<file path="config.mk">
export PLATFORM = sky130hd
export DESIGN_NAME = ovs_adc_seq
export DESIGN_NICKNAME = d
export VERILOG_FILES = /design/src/rtl/ovs_adc_pkg.sv /design/src/rtl/ovs_stb_div.sv /design/src/rtl/ovs_regs.sv /design/src/rtl/ovs_conv_fsm.sv /design/src/rtl/ovs_adc_seq.sv
export SDC_FILE = /design/constraint.sdc
export NUM_CORES = 1
export LEC_CHECK = 0
export BUFFER_PORTS_ARGS = -buffer_cell sky130_fd_sc_hd__buf_2
export CAP_MARGIN = 20
export CORE_MARGIN = 5
export CORE_UTILIZATION = 60
export CTS_CLUSTER_DIAMETER = 150
export CTS_CLUSTER_SIZE = 14
export DETAILED_ROUTE_END_ITERATION = 7
export PLACE_DENSITY = 0.83
export SYNTH_ARGS = -nofsm -noshare
export SYNTH_HDL_FRONTEND = slang
export SYNTH_SLANG_ARGS = --single-unit
</file>
<file path="constraint.sdc">
create_clock -name clk -period 4.5 [get_ports clk]
set_input_delay 0.675 -clock clk [delete_from_list [all_inputs] [get_ports clk]]
set_output_delay 0.675 -clock clk [all_outputs]
set_load 0.01 [all_outputs]
</file>
<file path="src/rtl/ovs_adc_pkg.sv">
package ovs_adc_pkg;
    localparam int REG_W  = 8;
    localparam int ADDR_W = 3;
    localparam int RES_W  = 16;
    localparam int NELC_W = 2;
    localparam int OSR_W  = 3;
    localparam int DIV_W  = 6;

    localparam logic [ADDR_W-1:0] A_CTRL   = 3'd0;
    localparam logic [ADDR_W-1:0] A_CLK    = 3'd1;
    localparam logic [ADDR_W-1:0] A_EN     = 3'd2;
    localparam logic [ADDR_W-1:0] A_RES_HI = 3'd6;
    localparam logic [ADDR_W-1:0] A_RES_LO = 3'd7;

    typedef enum logic [1:0] {
        S_IDLE  = 2'd0,
        S_RUN   = 2'd1,
        S_LATCH = 2'd2
    } conv_st_t;

    function automatic logic [DIV_W-1:0] fin_div(input logic [1:0] code);
        unique case (code)
            2'd0:    return DIV_W'(2);
            2'd1:    return DIV_W'(4);
            2'd2:    return DIV_W'(8);
            default: return DIV_W'(32);
        endcase
    endfunction
endpackage

</file>
<file path="src/rtl/ovs_stb_div.sv">
module ovs_stb_div
    import ovs_adc_pkg::*;
(
    input  logic       clk,
    input  logic       rst_n,
    input  logic [1:0] fin,
    output logic       stb
);
    localparam int CNT_W = DIV_W - 1;

    logic [CNT_W-1:0] cnt;
    logic [DIV_W-1:0] lim;

    always_comb begin
        lim = fin_div(fin) - DIV_W'(1);
        stb = ({1'b0, cnt} >= lim);
    end

    always_ff @(posedge clk or negedge rst_n) begin
        if (!rst_n)   cnt <= '0;
        else if (stb) cnt <= '0;
        else          cnt <= cnt + CNT_W'(1);
    end


    stb_gap_chk: assert property (@(posedge clk) disable iff (!rst_n)
        stb |=> !stb);
endmodule

</file>
<file path="src/rtl/ovs_regs.sv">
module ovs_regs
    import ovs_adc_pkg::*;
#(
    parameter int AUX_N = 3
) (
    input  logic                   clk,
    input  logic                   rst_n,
    input  logic [ADDR_W-1:0]      addr,
    input  logic                   we,
    input  logic [REG_W-1:0]       wdata,
    input  logic                   busy,
    input  logic [RES_W-1:0]       result,
    output logic [REG_W-1:0]       rdata,
    output logic                   start_req,
    output logic                   cont,
    output logic [NELC_W-1:0]      nelc,
    output logic [OSR_W-1:0]       osr,
    output logic [1:0]             fin,
    output logic [1:0]             ib_adc,
    output logic [1:0]             ib_pga,
    output logic [3:0]             enable,
    output logic [AUX_N*REG_W-1:0] aux
);
    localparam logic [OSR_W-1:0] OSR_RST = OSR_W'(2);

    logic wr_ctrl, wr_clk, wr_en;
    logic [AUX_N*REG_W-1:0] aux_q;

    assign wr_ctrl   = we && (addr == A_CTRL);
    assign wr_clk    = we && (addr == A_CLK);
    assign wr_en     = we && (addr == A_EN);
    assign start_req = wr_ctrl && (wdata[0] || (wdata[1] && !cont));

    always_ff @(posedge clk or negedge rst_n) begin
        if (!rst_n) begin
            cont <= 1'b0;
            nelc <= '0;
            osr  <= OSR_RST;
        end else if (wr_ctrl) begin
            cont <= wdata[1];
            nelc <= wdata[4:3];
            osr  <= wdata[7:5];
        end
    end

    always_ff @(posedge clk or negedge rst_n) begin
        if (!rst_n) begin
            fin    <= '0;
            ib_adc <= '0;
            ib_pga <= '0;
        end else if (wr_clk) begin
            fin    <= wdata[1:0];
            ib_adc <= wdata[3:2];
            ib_pga <= wdata[5:4];
        end
    end

    always_ff @(posedge clk or negedge rst_n) begin
        if (!rst_n)     enable <= '0;
        else if (wr_en) enable <= wdata[3:0];
    end

    for (genvar g = 0; g < AUX_N; g++) begin : g_aux
        always_ff @(posedge clk or negedge rst_n) begin
            if (!rst_n)
                aux_q[g*REG_W +: REG_W] <= '0;
            else if (we && (addr == ADDR_W'(3 + g)))
                aux_q[g*REG_W +: REG_W] <= wdata;
        end
    end
    assign aux = aux_q;

    always_comb begin
        rdata = '0;
        unique case (addr)
            A_CTRL:   rdata = {osr, nelc, 1'b0, cont, 1'b0};
            A_CLK:    rdata = {busy, 1'b0, ib_pga, ib_adc, fin};
            A_EN:     rdata = {4'b0, enable};
            A_RES_HI: rdata = result[RES_W-1 -: REG_W];
            A_RES_LO: rdata = result[REG_W-1:0];
            default:  rdata = aux_q[(int'(addr) - 3)*REG_W +: REG_W];
        endcase
    end
endmodule

</file>
<file path="src/rtl/ovs_conv_fsm.sv">
module ovs_conv_fsm
    import ovs_adc_pkg::*;
(
    input  logic              clk,
    input  logic              rst_n,
    input  logic              start_req,
    input  logic              cont,
    input  logic              en0,
    input  logic [NELC_W-1:0] nelc,
    input  logic [OSR_W-1:0]  osr,
    input  logic              stb,
    input  logic              mod_bit,
    output logic              busy,
    output logic              done,
    output logic              chop,
    output logic [RES_W-1:0]  result
);
    localparam int PH_W   = (1 << NELC_W) - 1;
    localparam int SCNT_W = 3 + (1 << OSR_W) - 1;
    localparam int ACC_W  = PH_W + SCNT_W + 2;

    conv_st_t st, nxt;
    logic              pend, launch, last_smp, last_ph;
    logic [NELC_W-1:0] nelc_s;
    logic [OSR_W-1:0]  osr_s;
    logic [SCNT_W-1:0] scnt, s_last;
    logic [PH_W-1:0]   ph, p_last;
    logic [SCNT_W:0]   s_one, s_tmp;
    logic [PH_W:0]     p_one, p_tmp;
    logic signed [ACC_W-1:0] acc;
    logic [RES_W-1:0]  res_val;

    always_comb begin
        s_one    = (SCNT_W+1)'(1);
        p_one    = (PH_W+1)'(1);
        s_tmp    = (s_one << (3 + int'(osr_s))) - s_one;
        p_tmp    = (p_one << nelc_s) - p_one;
        s_last   = s_tmp[SCNT_W-1:0];
        p_last   = p_tmp[PH_W-1:0];
        last_smp = (scnt == s_last);
        last_ph  = (ph == p_last);
    end

    if (ACC_W > RES_W) begin : g_sat
        localparam logic signed [ACC_W-1:0] HI = ACC_W'((1 << (RES_W-1)) - 1);
        localparam logic signed [ACC_W-1:0] LO = -HI - ACC_W'(1);
        always_comb begin
            if (acc > HI)      res_val = RES_W'(HI);
            else if (acc < LO) res_val = RES_W'(LO);
            else               res_val = RES_W'(acc);
        end
    end else begin : g_ext
        assign res_val = RES_W'(acc);
    end

    // state register
    always_ff @(posedge clk or negedge rst_n) begin
        if (!rst_n) st <= S_IDLE;
        else        st <= nxt;
    end

    // next state
    always_comb begin
        nxt = st;
        unique case (st)
            S_IDLE:  if (pend && en0) nxt = S_RUN;
            S_RUN: begin
                if (!en0)                              nxt = S_IDLE;
                else if (stb && last_smp && last_ph)   nxt = S_LATCH;
            end
            S_LATCH: nxt = S_IDLE;
            default: nxt = S_IDLE;
        endcase
    end

    assign launch = (st == S_IDLE) && (nxt == S_RUN);

    // datapath
    always_ff @(posedge clk or negedge rst_n) begin
        if (!rst_n) begin
            pend   <= 1'b0;
            acc    <= '0;
            scnt   <= '0;
            ph     <= '0;
            nelc_s <= '0;
            osr_s  <= '0;
            result <= '0;
            done   <= 1'b0;
        end else begin
            pend <= (pend && !launch) || start_req || ((st == S_LATCH) && cont);
            done <= (st == S_LATCH);
            if (launch) begin
                acc    <= '0;
                scnt   <= '0;
                ph     <= '0;
                nelc_s <= nelc;
                osr_s  <= osr;
            end else if ((st == S_RUN) && en0 && stb) begin
                acc <= acc + ((mod_bit ^ ph[0]) ? ACC_W'(1) : {ACC_W{1'b1}});
                if (last_smp) begin
                    scnt <= '0;
                    if (!last_ph) ph <= ph + PH_W'(1);
                end else begin
                    scnt <= scnt + SCNT_W'(1);
                end
            end
            if (st == S_LATCH) result <= res_val;
        end
    end

    // outputs
    always_comb begin
        busy = (st != S_IDLE);
        chop = (st == S_RUN) && ph[0];
    end


    done_single_chk: assert property (@(posedge clk) disable iff (!rst_n)
        done |=> !done);

    done_idle_chk: assert property (@(posedge clk) disable iff (!rst_n)
        done |-> !busy);

    launch_en_chk: assert property (@(posedge clk) disable iff (!rst_n)
        $rose(busy) |-> $past(en0));

    result_hold_chk: assert property (@(posedge clk) disable iff (!rst_n)
        !$stable(result) |-> done);
endmodule

</file>
<file path="src/rtl/ovs_adc_seq.sv">
module ovs_adc_seq
    import ovs_adc_pkg::*;
(
    input  logic        clk,
    input  logic        rst_n,
    input  logic [2:0]  bus_addr,
    input  logic        bus_we,
    input  logic [7:0]  bus_wdata,
    output logic [7:0]  bus_rdata,
    input  logic        mod_bit,
    output logic        sample_stb,
    output logic        chop_o,
    output logic        busy,
    output logic        done,
    output logic [3:0]  enable_o,
    output logic [1:0]  ib_adc_o,
    output logic [1:0]  ib_pga_o,
    output logic [23:0] aux_o,
    output logic [15:0] result_o
);
    logic              start_req, cont;
    logic [NELC_W-1:0] nelc;
    logic [OSR_W-1:0]  osr;
    logic [1:0]        fin;

    ovs_regs #(.AUX_N(3)) u_regs (
        .clk(clk), .rst_n(rst_n), .addr(bus_addr), .we(bus_we), .wdata(bus_wdata),
        .busy(busy), .result(result_o), .rdata(bus_rdata), .start_req(start_req),
        .cont(cont), .nelc(nelc), .osr(osr), .fin(fin), .ib_adc(ib_adc_o),
        .ib_pga(ib_pga_o), .enable(enable_o), .aux(aux_o)
    );

    ovs_stb_div u_div (
        .clk(clk), .rst_n(rst_n), .fin(fin), .stb(sample_stb)
    );

    ovs_conv_fsm u_fsm (
        .clk(clk), .rst_n(rst_n), .start_req(start_req), .cont(cont),
        .en0(enable_o[0]), .nelc(nelc), .osr(osr), .stb(sample_stb),
        .mod_bit(mod_bit), .busy(busy), .done(done), .chop(chop_o),
        .result(result_o)
    );
endmodule

</file>
Word-level counts from Yosys, hierarchy flattened:

Cells that the tools add are included.

* flip-flop bits (word level): 97
* word-level logic and storage cells: 95
* input bits: 15
* output and inout bits: 60

* bitwise logic cells: 1
* order comparisons: 1
* add/subtract/negate cells: 9
* equal/unequal tests: 15
* mux-type cells: 17
* shift-type cells: 3
* reduce and logical (&&, ||, !) cells: 29

Operators with widths (count)
* $mux 15: 3
* $pmux 8 s5: 1
* $shiftx 24x32->8: 1
* $shl 1x32->10 const A: 1
* $mux 10: 3
* $pmux 6 s3: 1
* $logic_and 1x1->1: 17
* $add 15x15->15: 1
* $eq 3x3->1 const B: 4
* $mux 3: 4
* $add 10x1->10 const B: 1
* $eq 10x10->1: 1
* $sub 10x1->10 const B: 1
* $eq 2x1->1 const B: 3
* $eq 3x2->1 const B: 2
* $ge 5x6->1: 1
* $mux 2: 3
* $reduce_bool 2->1: 3
* $sub 6x1->6 const B: 1
* $add 5x1->5 const B: 1
* $mux 5: 1
* $add 2x3->4 const A: 1
* $eq 2x2->1 const B: 2
* $logic_not 2->1: 2
* other kinds (13): 16

Longest topological paths before layout:

* depth after elaboration: 15
* gate-level depth with buffers: 10
* mapped depth without buffers: 9

By module:

Synthesis repeated with hierarchy kept, for this count alone.

* cell total of the unflattened synthesis: 550
* area, all modules: 5597.9 um^2

Modules (own cells, without submodules)
* ovs_conv_fsm: times used 1, area each 3150.5 um^2, cells an instance 357, sequential area each 1301.2 um^2
* ovs_regs: times used 1, area each 2124.5 um^2, cells an instance 162, sequential area each 1002.2 um^2
* ovs_stb_div: times used 1, area each 322.8 um^2, cells an instance 31, sequential area each 125.1 um^2

Least setup slack after synthesis:

No wires, ideal clock.

* path kind: input port to flip-flop
* from: input mod_bit
* to: register u_fsm.acc[13]
* setup time: 0.126 ns
* buffers on the path: 0
* cell stages on the path: 9
* arrival time: 2.871 ns
* data required time: 4.374 ns
* slack: 1.502 ns
* cells stage by stage: xor2_1 inv_1 ha_1 a2111oi_0 o21a_1 o31ai_2 o311ai_1 a211oi_1 a311o_1

* longest elaborated chain between the ends: 5

RTL lines
* start: declaration: RTL line ovs_adc_seq.sv:10 `input logic mod_bit,`
* $xor 1x1->1: RTL line ovs_conv_fsm.sv:99 `acc <= acc + ((mod_bit ^ ph[0]) ? ACC_W'(1) : {ACC_W{1'b1}});`
* $mux 15: RTL line ovs_conv_fsm.sv:99
* $add 15x15->15: RTL line ovs_conv_fsm.sv:99
* $mux 15: RTL line ovs_conv_fsm.sv:98 `end else if ((st == S_RUN) && en0 && stb) begin`
* $mux 15: RTL line ovs_conv_fsm.sv:92 `if (launch) begin`
* end signal: assignment: RTL line ovs_conv_fsm.sv:99
* end: declaration: RTL line ovs_conv_fsm.sv:30 `logic signed [ACC_W-1:0] acc;`

No other way between the ends. The select of a mux whose other input is x is not followed.
A chain may end at the register's enable or synchronous reset.

Worst setup path in the final report:

* from: input bus_addr[0]
* to: output bus_rdata[7]

* longest elaborated chain between the ends: 3
* elaborated cells between the ends (all ways): 8
* classes of those cells: add/sub: 1; eq/ne: 4; shift: 1; mux: 1; reduce/logical: 1

RTL lines
* start: declaration: RTL line ovs_adc_seq.sv:6 `input logic [2:0] bus_addr,`
* $sub 3x2->4: RTL line ovs_regs.sv:81 `default: rdata = aux_q[(int'(addr) - 3)*REG_W +: REG_W];`
* $shiftx 24x32->8: RTL line ovs_regs.sv:81
* $pmux 8 s5 *: RTL line ovs_regs.sv:75 `unique case (addr)`
* end: declaration: RTL line ovs_adc_seq.sv:9 `output logic [7:0] bus_rdata,`

Mark *: on every way between the ends. The rest lies on a longest branch, timed or not.

==> flow_metrics.env <==
export IMPL_fin_area_mm2=0.00605
export IMPL_hold_path_class="primary input to async pin"
export IMPL_critPathLaunchType="primary input"
export IMPL_pwr_share_clk_pct=19.0
export IMPL_cts_root_buf="clkbuf_8"
export IMPL_layout_min_cycle_time_ns=3.46
export IMPL_die_area_mm2=0.0110
export IMPL_path_buf_inv=3
export IMPL_grt_pass1_wl_um=22100
export IMPL_finalSetupTns_ns=0
export IMPL_area_delta_synth_final_pct=11.8
export IMPL_drt_iter0_drc=349
export IMPL_grtUsageMet1_pct=33.3
export IMPL_holdWs_ns=0.353
export IMPL_switching_share_pct=39.1
export IMPL_placed_area_mm2=0.00587
export IMPL_p_int_uw=1740
export IMPL_grt_max_degree=59
export IMPL_syn_area_per_cell_um2=10.4
export IMPL_arrival_ns=2.78
export IMPL_status="finished clean"
export IMPL_via_per_inst=6.42
export IMPL_busiest_layer="met2"
export IMPL_wire_per_inst_um=19.0
export IMPL_dr_pass1_iters=8
export IMPL_tightest_slew_ns=0.861
export IMPL_die_w_um=105
export IMPL_clock_latency_ns=0.37
export IMPL_hpwl_um=9770
export IMPL_instances_no_fill=702
export IMPL_synth_edf_count=0
export IMPL_comb_power_share_pct=36.4
export IMPL_cts_hold_buf=0
export IMPL_max_vdd_ir_drop_v=0.000242
export IMPL_antenna_found_initial=0
export IMPL_relSlewSlack_pct=42.6
export IMPL_post_cts_buffers=0
export IMPL_num_rows=34
export IMPL_seqPwrFrac_pct=44.6
export IMPL_syn_inst=521
export IMPL_cp_slowest_stage_delay_ns=0.60
export IMPL_gr_total_overflow=0
export IMPL_crit_type="primary input to primary output"
export IMPL_grt_pass1_vias=4443
export IMPL_fin_util_pct=69.1
export IMPL_clock_path_buffers=2
export IMPL_cellPowerDensity_mw_per_mm2=471
export IMPL_cp_max_fo=10
export IMPL_final_nets=632
export IMPL_crit_chain="buf_2 -> clkinv_1 -> ha_1 -> nor2_1 -> a21oi_1 -> o221ai_1 -> buf_2"
export IMPL_grtUsageMet2_pct=38.6
export IMPL_crit_slowest_cell="ha_1"
export IMPL_p_leak_uw=0.00292
export IMPL_place_congestion=0.887
export IMPL_io_buffer_count=74
export IMPL_endpoint_kind="primary output"
export IMPL_synth_area_leader_cell="dfrtp_1"
export IMPL_ys_types=68
export IMPL_fmax_mhz=289
export IMPL_syn_area_mm2=0.00542
export IMPL_h_tree_depth=3
export IMPL_ioPinCount=75
export IMPL_cts_resized=0
export IMPL_ys_seq_area_share_pct=44.8
export IMPL_num_antenna_cells=0
export IMPL_clock_sinks=97
export IMPL_die_h_um=105
export IMPL_cts_tree="built"
export IMPL_grtUsageTotal_pct=24.5
export IMPL_drv_cap=0
export IMPL_required_ns=3.83
export IMPL_synthArstFlopShare_pct=100
export IMPL_slew_viol_final=0
export IMPL_yosysTopAreaCellShare_pct=44.4
export IMPL_dp_cells=686
export IMPL_drc=0
export IMPL_vias=4507
export IMPL_yosys_most_used_dff="dfrtp_1"
export IMPL_rsz0062_at_grt="no"
export IMPL_clk_pin_slew_ns=0.09
export IMPL_cp_top_family="buffers and inverters"
export IMPL_finClkSkew_ns=0.0122
export IMPL_ys_warn_count=0
export IMPL_start_util_pct=61.8
export IMPL_ant_nets=0
export IMPL_power_switching_uw=1120
export IMPL_ys_top_cells_by_area="dfrtp_1, mux2_2, ha_1, nand2_1, nor2_1"
export IMPL_cp_common_cell="buf_2"
export IMPL_met3_usage_pct=3.51
export IMPL_fin_crit_sh_pct=76.9
export IMPL_drive_above_1_share_pct=26.9
export IMPL_ys_ff_latch=97
export IMPL_final_hold_viol_count=0
export IMPL_core_mm2=0.00876
export IMPL_wirelength_um=13300
export IMPL_finalSetupViolCount=0
export IMPL_cts_buffers=9
## cell type report
| cell class | instances | area [um2] |
|---|---|---|
| multi-input combinational | 390 | 2850 |
| fill | 670 | 2710 |
| sequential | 97 | 2430 |
| timing repair buffer | 78 | 403 |
| clock buffer | 10 | 138 |
| tap | 108 | 135 |
| clock inverter | 6 | 51.3 |
| inverter | 13 | 48.8 |
## power groups by stage
stage,sequential (uW),combinational (uW),clock [uW]
after CTS,1260,1040,554
after global placement,1270,982,0
after global routing,1300,1160,592
after detailed placement,1280,1030,0
after floorplan,1230,750,0
final,1270,1040,543
## placed cells by master (no fill, tap or decap), types with 7 or more instances in the layout
| cell | n |
|---|---|
| mux2i_1 | 9 |
| and3_1 | 7 |
| a21oi_1 | 19 |
| ha_1 | 27 |
| o21ai_1 | 9 |
| inv_1 | 12 |
| dfrtp_1 | 96 |
| o21ai_0 | 25 |
| nand3_1 | 18 |
| clkbuf_8 | 10 |
| nor3_1 | 8 |
| nor2_1 | 35 |
| mux2_2 | 59 |
| nand2_1 | 57 |
| xor2_1 | 14 |
| buf_2 | 73 |
| xnor2_1 | 8 |
## routing by layer
metal	part of all wire, %	vias to the layer above
li1	-	2041
met1	41	2197
met2	47	229
met3	7.9	40
met4	3.7	0
met5	0	-
## final timing paths
path | startpoint | end | slack, ns | depth (start not counted)
worst min-delay path | rst_n | u_fsm.scnt[7] | 0.35 | 1
worst max register to register | u_fsm.ph[0] | u_fsm.acc[14] | 1.18 | 9
max in group asynchronous | rst_n | u_regs.osr[1] | 3.13 | 2
worst min register to register | u_regs.osr[1] | u_fsm.osr_s[1] | 0.51 | 2
worst max-delay path | bus_addr[0] | bus_rdata[7] | 1.04 | 7
min in group clk | u_regs.osr[1] | u_fsm.osr_s[1] | 0.51 | 2
## cell usage after synthesis (all sizes together), types with 2 or more instances
library cell  count
a2111oi           4
a211oi            7
a21o              5
a21oi            19
a221o             2
a222oi            4
a22oi             4
a311oi            2
a31oi             2
a32o              2
a32oi             3
a41oi             2
and3              7
and4              2
buf               5
clkbuf           17
dfrtp            96
ha               27
inv              12
mux2             59
mux2i             9
nand2            57
nand2b            5
nand3            18
nand3b            2
nor2             35
nor2b             5
nor3              8
nor3b             2
nor4              2
nor4bb            2
o211ai            3
o21a              3
o21ai            35
o21bai            2
o221ai            3
o31ai             2
or3               4
xnor2             8
xor2             14
## state kept, by name, summed over array words and instances (netlist names), 2 cells and up
| register | count |
|---|---|
| u_div.cnt | 5 |
| u_fsm.acc | 15 |
| u_fsm.nelc_s | 2 |
| u_fsm.osr_s | 3 |
| u_fsm.ph | 3 |
| u_fsm.result | 15 |
| u_fsm.scnt | 10 |
| u_fsm.st | 2 |
| u_regs.aux | 24 |
| u_regs.enable | 4 |
| u_regs.fin | 2 |
| u_regs.ib_adc | 2 |
| u_regs.ib_pga | 2 |
| u_regs.nelc | 2 |
| u_regs.osr | 3 |
## worst reg2reg max path, delay by kind of cell (launching register included)
family	cells	cell delay, ns
AOI/OAI and AO/OA	4	1.38
and+or+nand+nor	2	0.23
DFF	1	0.48
adders and majority gates	1	0.45
xor gates and xnor gates	1	0.31
buffers and inverters	1	0.35
## metrics by stage
step           worst slack, ns  total power [uW]
2_1_floorplan             1.50              1980
3_3_place_gp              1.18              2250
3_5_place_dp             0.991              2310
4_1_cts                   1.05              2860
5_1_grt                  0.910              3050
6_report                  1.04              2850
## kinds of logic after synthesis
kind of cell,Yosys count,share of synthesized area [%]
simple gates,155,13.6
compound gates,115,14.8
flops,97,44.8
mux,68,13.9
buf+inv,35,2.61
fa+ha+maj,28,6.61
xor+xnor,22,3.56
other cells,1,0.0692
(Power assumes the default switching activity.)
